**src/rtl/sclk_pkg.sv**
```systemverilog
`timescale 1ns/1ps
package sclk_pkg;
  localparam int DIV_W   = 3;
  localparam int MAX_POW = 5;

  // Divider code to exponent: 0..4 -> 1..5, 5/6 reserved -> 5, all ones -> 0
  function automatic logic [2:0] div_exponent(input logic [DIV_W-1:0] code);
    logic [2:0] e;
    if (code == '1)              e = 3'd0;
    else if (code > 3'd4)        e = 3'(MAX_POW);
    else                         e = code + 3'd1;
    return e;
  endfunction

  // 1 selects the falling serial clock edge for data launch
  function automatic logic launch_falls(input logic pol, input logic pha);
    return pol ^ ~pha;
  endfunction
endpackage

```
**src/rtl/sclk_ratio.sv**
```systemverilog
`timescale 1ns/1ps
module sclk_ratio #(
  parameter int PRESC_W     = 5,
  parameter int MIN_DIV_POW = 0,
  parameter int CNT_W       = PRESC_W + sclk_pkg::MAX_POW + 1
) (
  input  logic [PRESC_W-1:0]         presc_code,
  input  logic [sclk_pkg::DIV_W-1:0] div_code,
  output logic [CNT_W-1:0]           ratio,
  output logic [CNT_W-1:0]           half
);
  import sclk_pkg::*;

  logic [2:0]       pow_raw, pow_eff;
  logic [CNT_W-1:0] presc_val, ratio_raw;

  assign pow_raw = div_exponent(div_code);

  // the variant parameter clamps the exponent from below
  generate
    if (MIN_DIV_POW > 0) begin : g_clamp
      assign pow_eff = (pow_raw < 3'(MIN_DIV_POW)) ? 3'(MIN_DIV_POW) : pow_raw;
    end else begin : g_free
      assign pow_eff = pow_raw;
    end
  endgenerate

  assign presc_val = CNT_W'(presc_code) + CNT_W'(1);
  assign ratio_raw = presc_val << pow_eff;

  // a ratio of one cannot be split into two levels
  assign ratio = (ratio_raw < CNT_W'(2)) ? CNT_W'(2) : ratio_raw;
  assign half  = ratio >> 1;
endmodule

```
**src/rtl/sclk_phase_cnt.sv**
```systemverilog
`timescale 1ns/1ps
module sclk_phase_cnt #(
  parameter int CNT_W = 11
) (
  input  logic             clk,
  input  logic             rst_n,
  input  logic             run,
  input  logic [CNT_W-1:0] ratio,
  input  logic [CNT_W-1:0] half,
  output logic             lead_evt,
  output logic             trail_evt,
  output logic             upper_nx
);
  logic [CNT_W-1:0] pos_q, pos_inc, pos_nx;

  assign pos_inc = pos_q + CNT_W'(1);

  always_comb begin
    if (!run)                pos_nx = '0;   // restart
    else if (pos_inc >= ratio) pos_nx = '0; // wrap
    else                     pos_nx = pos_inc;
  end

  always_ff @(posedge clk or negedge rst_n) begin
    if (!rst_n) pos_q <= '0;
    else        pos_q <= pos_nx;
  end

  assign lead_evt  = run && (pos_nx == half);   // leaving idle level
  assign trail_evt = run && (pos_nx == '0);     // returning to idle level
  assign upper_nx  = run && (pos_nx >= half);

  AST_POS_WRAP: assert property (@(posedge clk) disable iff (!rst_n)
    $past(rst_n) && $past(run) && ($past(pos_q) + CNT_W'(1) == $past(ratio)) |-> pos_q == '0) else $error("wrap");
  AST_POS_BOUND: assert property (@(posedge clk) disable iff (!rst_n)
    $past(rst_n) && $past(run) && ($past(pos_q) < $past(ratio)) |-> pos_q < $past(ratio)) else $error("bound");
  AST_RESTART: assert property (@(posedge clk) disable iff (!rst_n)
    $past(rst_n) && !$past(run) |-> pos_q == '0) else $error("restart");
endmodule

```
**src/rtl/sclk_edge_map.sv**
```systemverilog
`timescale 1ns/1ps
module sclk_edge_map (
  input  logic clk,
  input  logic rst_n,
  input  logic run,
  input  logic cpol,
  input  logic cpha,
  input  logic lead_evt,
  input  logic trail_evt,
  input  logic upper_nx,
  output logic sck,
  output logic sck_oe,
  output logic launch,
  output logic capture
);
  import sclk_pkg::*;

  logic edge_sel, lead_launches;

  // leading edge falls exactly when cpol is 1
  assign edge_sel      = launch_falls(cpol, cpha);
  assign lead_launches = (cpol == edge_sel);

  always_ff @(posedge clk or negedge rst_n) begin
    if (!rst_n) begin
      sck     <= 1'b0;
      sck_oe  <= 1'b0;
      launch  <= 1'b0;
      capture <= 1'b0;
    end else begin
      sck     <= upper_nx ^ cpol;
      sck_oe  <= run;
      launch  <= lead_launches ? lead_evt  : trail_evt;
      capture <= lead_launches ? trail_evt : lead_evt;
    end
  end

  AST_DISABLED_QUIET: assert property (@(posedge clk) disable iff (!rst_n)
    $past(rst_n) && !$past(run) |-> !launch && !capture && !sck_oe && (sck == $past(cpol))) else $error("quiet");
  AST_STROBE_EXCL: assert property (@(posedge clk) disable iff (!rst_n)
    !(launch && capture)) else $error("excl");
  AST_STROBE_ON_EDGE: assert property (@(posedge clk) disable iff (!rst_n)
    $past(rst_n, 2) && $past(run) && ($past(cpol) == $past(cpol, 2)) && (launch || capture)
      |-> sck != $past(sck)) else $error("edge");
  AST_LAUNCH_DIR: assert property (@(posedge clk) disable iff (!rst_n)
    $past(rst_n, 2) && launch && ($past(cpol) == $past(cpol, 2))
      |-> (sck == 1'b0) == launch_falls($past(cpol), $past(cpha))) else $error("dir");
endmodule

```
**src/rtl/sclk_gen.sv**
```systemverilog
`timescale 1ns/1ps
module sclk_gen #(
  parameter int PRESC_W     = 5,
  parameter int MIN_DIV_POW = 0
) (
  input  logic                       clk,
  input  logic                       rst_n,
  input  logic                       enable,
  input  logic [PRESC_W-1:0]         presc_code,
  input  logic [sclk_pkg::DIV_W-1:0] div_code,
  input  logic                       cpol,
  input  logic                       cpha,
  output logic                       sck,
  output logic                       sck_oe,
  output logic                       launch,
  output logic                       capture
);
  localparam int CNT_W = PRESC_W + sclk_pkg::MAX_POW + 1;

  logic [CNT_W-1:0] ratio, half;
  logic             lead_evt, trail_evt, upper_nx;

  sclk_ratio #(.PRESC_W(PRESC_W), .MIN_DIV_POW(MIN_DIV_POW), .CNT_W(CNT_W)) u_ratio (
    .presc_code(presc_code), .div_code(div_code), .ratio(ratio), .half(half));

  sclk_phase_cnt #(.CNT_W(CNT_W)) u_cnt (
    .clk(clk), .rst_n(rst_n), .run(enable), .ratio(ratio), .half(half),
    .lead_evt(lead_evt), .trail_evt(trail_evt), .upper_nx(upper_nx));

  sclk_edge_map u_map (
    .clk(clk), .rst_n(rst_n), .run(enable), .cpol(cpol), .cpha(cpha),
    .lead_evt(lead_evt), .trail_evt(trail_evt), .upper_nx(upper_nx),
    .sck(sck), .sck_oe(sck_oe), .launch(launch), .capture(capture));

  // Strobe order tracker for the alternation checks
  logic seen_q, last_launch_q;
  always_ff @(posedge clk or negedge rst_n) begin
    if (!rst_n) begin
      seen_q <= 1'b0; last_launch_q <= 1'b0;
    end else if (!enable) begin
      seen_q <= 1'b0;
    end else if (launch || capture) begin
      seen_q <= 1'b1; last_launch_q <= launch;
    end
  end

  AST_RATIO_FLOOR: assert property (@(posedge clk) disable iff (!rst_n)
    ratio >= CNT_W'(2)) else $error("floor");
  AST_MIN_POW_EVEN: assert property (@(posedge clk) disable iff (!rst_n)
    (MIN_DIV_POW == 0) || !ratio[0]) else $error("minpow");
  AST_ALT_LAUNCH: assert property (@(posedge clk) disable iff (!rst_n)
    seen_q && launch |-> !last_launch_q) else $error("alt l");
  AST_ALT_CAPTURE: assert property (@(posedge clk) disable iff (!rst_n)
    seen_q && capture |-> last_launch_q) else $error("alt c");
endmodule

```
**config.mk**
```make
export PLATFORM = sky130hd
export DESIGN_NAME = sclk_gen
export DESIGN_NICKNAME = d
export VERILOG_FILES = /design/src/rtl/sclk_pkg.sv /design/src/rtl/sclk_ratio.sv /design/src/rtl/sclk_phase_cnt.sv /design/src/rtl/sclk_edge_map.sv /design/src/rtl/sclk_gen.sv
export SDC_FILE = /design/constraint.sdc
export NUM_CORES = 1
export LEC_CHECK = 0
export BUFFER_PORTS_ARGS = -buffer_cell sky130_fd_sc_hd__buf_2
export CAP_MARGIN = 20
export CORE_MARGIN = 10
export CORE_UTILIZATION = 65
export CTS_CLUSTER_SIZE = 25
export DETAILED_ROUTE_END_ITERATION = 10
export PLACE_DENSITY = 0.95
export SLEW_MARGIN = 25
export SYNTH_ARGS = -nofsm -noshare
export SYNTH_HDL_FRONTEND = slang
export SYNTH_HIERARCHICAL = 1
export SYNTH_SLANG_ARGS = --single-unit
```
**constraint.sdc**
```tcl
create_clock -name clk -period 9.5 [get_ports clk]
set_input_delay 0.95 -clock clk [delete_from_list [all_inputs] [get_ports clk]]
set_output_delay 0.95 -clock clk [all_outputs]
set_load 0.01 [all_outputs]
```
* Word-level counts from Yosys, hierarchy flattened
Index checks and enable logic that the tools add are counted.
Word-level totals: bits in registers 15, bits in latches 0, memory bits (writable) 0, memory bits (read-only) 0, input port bits 13, output and inout port bits 4, logic and storage cells 30, memories 0
Cells by class: add/sub/neg operators 3, $mul 0, div/mod/pow operators 0, $lt $le $gt $ge 4, eq/ne operators 3, shift operators 1, mux-type cells 7, bitwise operators 3, reductions and logical operators 4
Operator list (number):
- $mux W11 | 3
- $add A11 B1 Y11 const B | 1
- $eq A11 B10 Y1 | 1
- $ge A11 B10 Y1 | 1
- $ge A11 B11 Y1 | 1
- $logic_not A11 Y1 | 1
- $lt A11 B2 Y1 const B | 1
- $shl A11 B3 Y11 | 1
- $add A5 B1 Y6 const B | 1
- $mux W3 | 2
- $add A3 B1 Y3 const B | 1
- $eq A3 B3 Y1 const B | 1
- $gt A3 B3 Y1 const B | 1
- $logic_and A1 B1 Y1 | 3
- $mux W1 | 2
- $xor A1 B1 Y1 | 2
- $eq A1 B1 Y1 | 1
- $not A1 Y1 | 1

* Depth between registers and ports, before layout
word-level depth 12, depth in mapped cells 26, gate-level depth less buffers 22

* Modules after synthesis
Netlist, hierarchy kept.
Modules (own cells, without submodules):
- sclk_phase_cnt | instances 1, cells an instance 143, area an instance 1227.4 µm², seq. area each 275.3 µm²
- sclk_ratio | instances 1, cells an instance 103, area an instance 764.5 µm², seq. area each 0.0 µm²
- sclk_edge_map | instances 1, cells an instance 7, area an instance 131.4 µm², seq. area each 100.1 µm²

* Least setup slack after synthesis
OpenSTA, ideal clock, no wires.
kind in2reg, start point input div_code[0] (netlist bit), end point register u_map.sck, setup time 122 ps, arrival 5053 ps, required time 9378 ps, setup slack 4325 ps, stages on the path 24, buffers on the path 2, path through ha_1 -> ha_1 -> bufinv_8 -> a21oi_1 -> a41oi_1 -> a32oi_1 -> nand4_1 -> o31ai_1 -> buf_4 -> inv_1 -> ha_1 -> nand2_1 -> o21ai_1 -> a21oi_1 -> o211ai_1 -> buf_2 -> nor2_1 -> ha_1 -> nor2b_1 -> o21a_1 -> o211ai_1 -> a311oi_1 -> o41a_1 -> xor2_1
On the way: word-level cells in the longest chain between the ends 12, elaborated cells on any way between the ends 14, those cells by class add/sub (1); order compare (4); eq/ne (1); shift (1); mux (5); bitwise (1); reduce/logical (1)
RTL lines:
- start, declared | line sclk_gen.sv:10 | input logic [sclk_pkg::DIV_W-1:0] div_code,
- $add A3 B1 Y3 / $gt A3 B3 Y1 (equally long branches) | line sclk_pkg.sv:11, sclk_pkg.sv:10
- $mux W3 | line sclk_pkg.sv:10 | else if (code > 3'd4) e = 3'(MAX_POW);
- $mux W3 * | line sclk_pkg.sv:9 | if (code == '1) e = 3'd0;
- $shl A11 B3 Y11 * | line sclk_ratio.sv:29 | assign ratio_raw = presc_val << pow_eff;
- $lt A11 B2 Y1 | line sclk_ratio.sv:32 | assign ratio = (ratio_raw < CNT_W'(2)) ? CNT_W'(2) : ratio_raw;
- $mux W11 * | line sclk_ratio.sv:32
- net half[0] | line sclk_gen.sv:20 | logic [CNT_W-1:0] ratio, half;
- $ge A11 B11 Y1 * | line sclk_phase_cnt.sv:20 | else if (pos_inc >= ratio) pos_nx = '0;
- $mux W11 * | line sclk_phase_cnt.sv:20
- $mux W11 * | line sclk_phase_cnt.sv:19 | if (!run) pos_nx = '0;
- net u_cnt.pos_nx[1] | line sclk_phase_cnt.sv:14 | logic [CNT_W-1:0] pos_q, pos_inc, pos_nx;
- $ge A11 B10 Y1 * | line sclk_phase_cnt.sv:31 | assign upper_nx = run && (pos_nx >= half);
- $logic_and A1 B1 Y1 * | line sclk_phase_cnt.sv:31
- net upper_nx | line sclk_gen.sv:21 | logic lead_evt, trail_evt, upper_nx;
- $xor A1 B1 Y1 * | line sclk_edge_map.sv:31 | sck <= upper_nx ^ cpol;
- end signal, assigned | line sclk_edge_map.sv:31
- end, declared | line sclk_edge_map.sv:11 | output logic sck,
The timed path passes the listed nets; every way through them passes the cells marked *.

* Worst setup path in the final report
Same ends and word-level chain as after synthesis.

==> out/metrics.cfg <==
[timing]
drv_slew=0
layout_setup_ws_ps=3627
fin_worst_skew_ps=5.133
worstMarginPinSlew_ps=887.1
fin_crit_sh=0.6183
slew_headroom=0.4060
hold_violations=0
fmax_ghz=0.1703
tns_ps=0
fin_crit_ps=5873
setup_violations=0
rsz0062_at_grt=no

[clock_network]
clock-root-buffer=clkbuf_4
cts_setup_buffers=0
cts_tree=yes
cts_resized=0
insertion_delay_ps=280
cts_made_buffers=3
htreeDepth=1
cts_hold_buffers=0
cts_sinks=15
path_clk_slew_ps=90
clockBufferDepth=2

[floorplan]
rows=20
die_h_um=77.16
io_pins=17
die-width_um=77.16
initial_utilization=0.6898
die_area_mm2=0.005953
coreArea_mm2=0.003078

[route]
drtIter0Drc=88
drc_errors=0
dr.pass1.iters=4
routedWlPerCell_um=15.36
final_antenna_net_count=0
routed_wl_um=4578
via_per_inst=5.950
vias=1773

[final_layout]
syn_to_final_growth_pct=0.2945
drive_above_1_share=0.1732
final_nets=295
n_antenna_cell=0

[setup_path]
cp-end-kind=flip-flop
cp-start-kind=input port
cp.required_ps=9670
path_max_fanout=12
arrival_ps=6040
crit_type=input port to flip-flop

[power_and_ir_drop]
p_comb_frac=0.515
ir_drop_v=0.00004562
p_leak_uw=0.001035
power_density_mw_per_mm2=103.5
seq_power_share=0.327
p_int_uw=129.3
swShare=0.4134
p_switching_uw=91.11
pwr-share-clk=0.158

[synthesis]
avgSynthCellArea_um2=8.392
synthDistinctLibCells=62
postSynthNetCount=293
async_reset_ff_frac=1.000
synth_edf_count=0
yosys_warnings=6
synth_cells=253
syn_area_mm2=0.002123
synth_seq_area_share=0.1768
ys.flop_type=dfrtp_1
ys_ff_latch=15

[global_routing]
grt_usage=0.1546
overflow=0
first_global_vias=1829
grt_max_degree=16
grt_pass1_wl_um=8100
antenna_found_initial=0

[hold_path]
min_path_type=input port to asynchronous set/reset pin

[outcome]
outcome=finished clean

[place]
place.gp.congestion=0.9793
place_ws_ps=3359
dp_hpwl_um=3821
portBuffers=16

[flow_run]
cap_violations=0

[layout make-up]
class / instances / area (um^2)
clock buffers: 3 / 22.52
clock inverters: 1 / 5.005
fillers: 253 / 948.4
inverters: 28 / 118.9
multi-input cells: 191 / 1473
flip-flops and latches: 15 / 375.4
well taps: 44 / 55.05
repair buffers: 16 / 80.08
[power groups by stage]
stage	logic, uW	registers, uW	clock network (uW)
detailed placement	111	73.1	0
finish	114	72.0	34.8
global placement	106	72.8	0
floorplan	96.7	72.3	0
CTS	112	71.8	36.2
global route	127	72.5	39.0
[cell usage after synthesis, types with 2 or more instances]
library cell / n / area (um^2)
ha_1: 27 / 337.8
inv_1: 27 / 101.4
nand2_1: 19 / 71.32
nor2_1: 17 / 63.81
dfrtp_1: 15 / 375.4
a21oi_1: 13 / 65.06
buf_4: 12 / 90.09
nor2b_1: 10 / 62.56
nand3_1: 9 / 45.04
xnor2_1: 7 / 61.31
nor3_1: 6 / 30.03
o21ai_0: 6 / 30.03
buf_6: 5 / 56.30
nand4_1: 5 / 31.28
xor2_1: 5 / 43.79
a211oi_1: 4 / 30.03
a21o_1: 4 / 30.03
mux2i_1: 4 / 40.04
o21ai_1: 4 / 20.02
o211ai_1: 3 / 22.52
o21a_1: 3 / 22.52
a31oi_1: 2 / 12.51
a32oi_1: 2 / 17.52
buf_2: 2 / 10.01
mux2_2: 2 / 22.52
nand2b_4: 2 / 27.53
nand3_2: 2 / 20.02
xor2_2: 2 / 32.53
[logic make-up after synthesis]
logic type / count (synthesis) / synth area share
AND/OR/NAND/NOR: 88 / 0.2457
adder cells (fa/ha/maj): 27 / 0.1591
flip-flops: 15 / 0.1768
buffers and inverters: 47 / 0.1296
multiplexers: 6 / 0.02946
other: 1 / 0.001766
AO/OA/AOI/OAI: 54 / 0.1797
XOR/XNOR: 15 / 0.07779
[routing by layer]
metal,wire [um],track usage,part of all wire,vias to the layer above
met5,0,0,0,-
met4,103,0.06752,0.022,0
met3,168,0.01049,0.037,10
met2,2386,0.2876,0.52,62
met1,1920,0.1741,0.42,820
li1,-,-,-,881
[sequential cells by signal, indices dropped and copies added, names as in the netlist]
| name | cells |
|---|---|
| u_cnt/pos_q | 11 |
| u_map/capture | 1 |
| u_map/launch | 1 |
| u_map/sck | 1 |
| u_map/sck_oe | 1 |
[metrics by stage]
step	power [uW]	std cells	hold slack [ps]	util	instance area (um^2)
after floorplan	169.0	253	504.1	-	2123
after global placement	179.1	294	559.7	0.6829	2102
after detailed placement	184.5	294	584.7	0.6829	2102
after CTS	220.4	298	556.2	0.6919	2130
after global routing	238.8	298	568.1	0.6919	2130
final	220.4	298	556.3	0.6919	2130
[path summary, 6_finish.rpt]
kind / start / endpoint / slack (ps) / cells past startpoint
max: div_code[0] / u_map/sck / 3630 / 23
min: rst_n / u_map/capture / 560 / 1
max reg2reg: u_cnt/pos_q[0] / u_map/sck / 4940 / 18
min reg2reg: u_cnt/pos_q[0] / u_cnt/pos_q[0] / 600 / 1
max in group asynchronous: rst_n / u_cnt/pos_q[1] / 8700 / 1
min in group clk: u_cnt/pos_q[0] / u_cnt/pos_q[0] / 600 / 1
[layout by cell type, fill, tap and decap left out, types with 2 or more instances in the layout]
cell,n
a21o_1,4
a32oi_1,2
dfrtp_1,15
xor2_1,5
o211ai_1,3
nand2b_4,2
a211oi_1,4
nor2b_1,10
mux2_2,2
o21ai_0,6
a21oi_1,13
nor3_1,6
o21ai_1,4
inv_1,27
nand3_2,2
mux2i_1,4
nand4_1,5
nor2_1,17
xor2_2,2
xnor2_1,7
clkbuf_4,3
ha_1,27
buf_2,16
nand3_1,9
nand2_1,19
a31oi_1,2
o21a_1,3
[critical path, stage by stage]
cell and delay (ps):
buf_2 140, ha_1 210, ha_1 310, nor2b_1 190
nand2_1 270, mux2i_1 240, a21oi_1 310, a22oi_1 140
o31ai_1 330, inv_1 80, ha_1 280, nand2_1 50
o21ai_1 110, a21oi_1 100, o211ai_1 730, nor2_1 130
ha_1 320, nor2b_1 130, o21a_1 170, o211ai_1 170
a311oi_1 140, o41a_1 400, xor2_1 150
No activity file was read; power rests on OpenSTA's default activity.
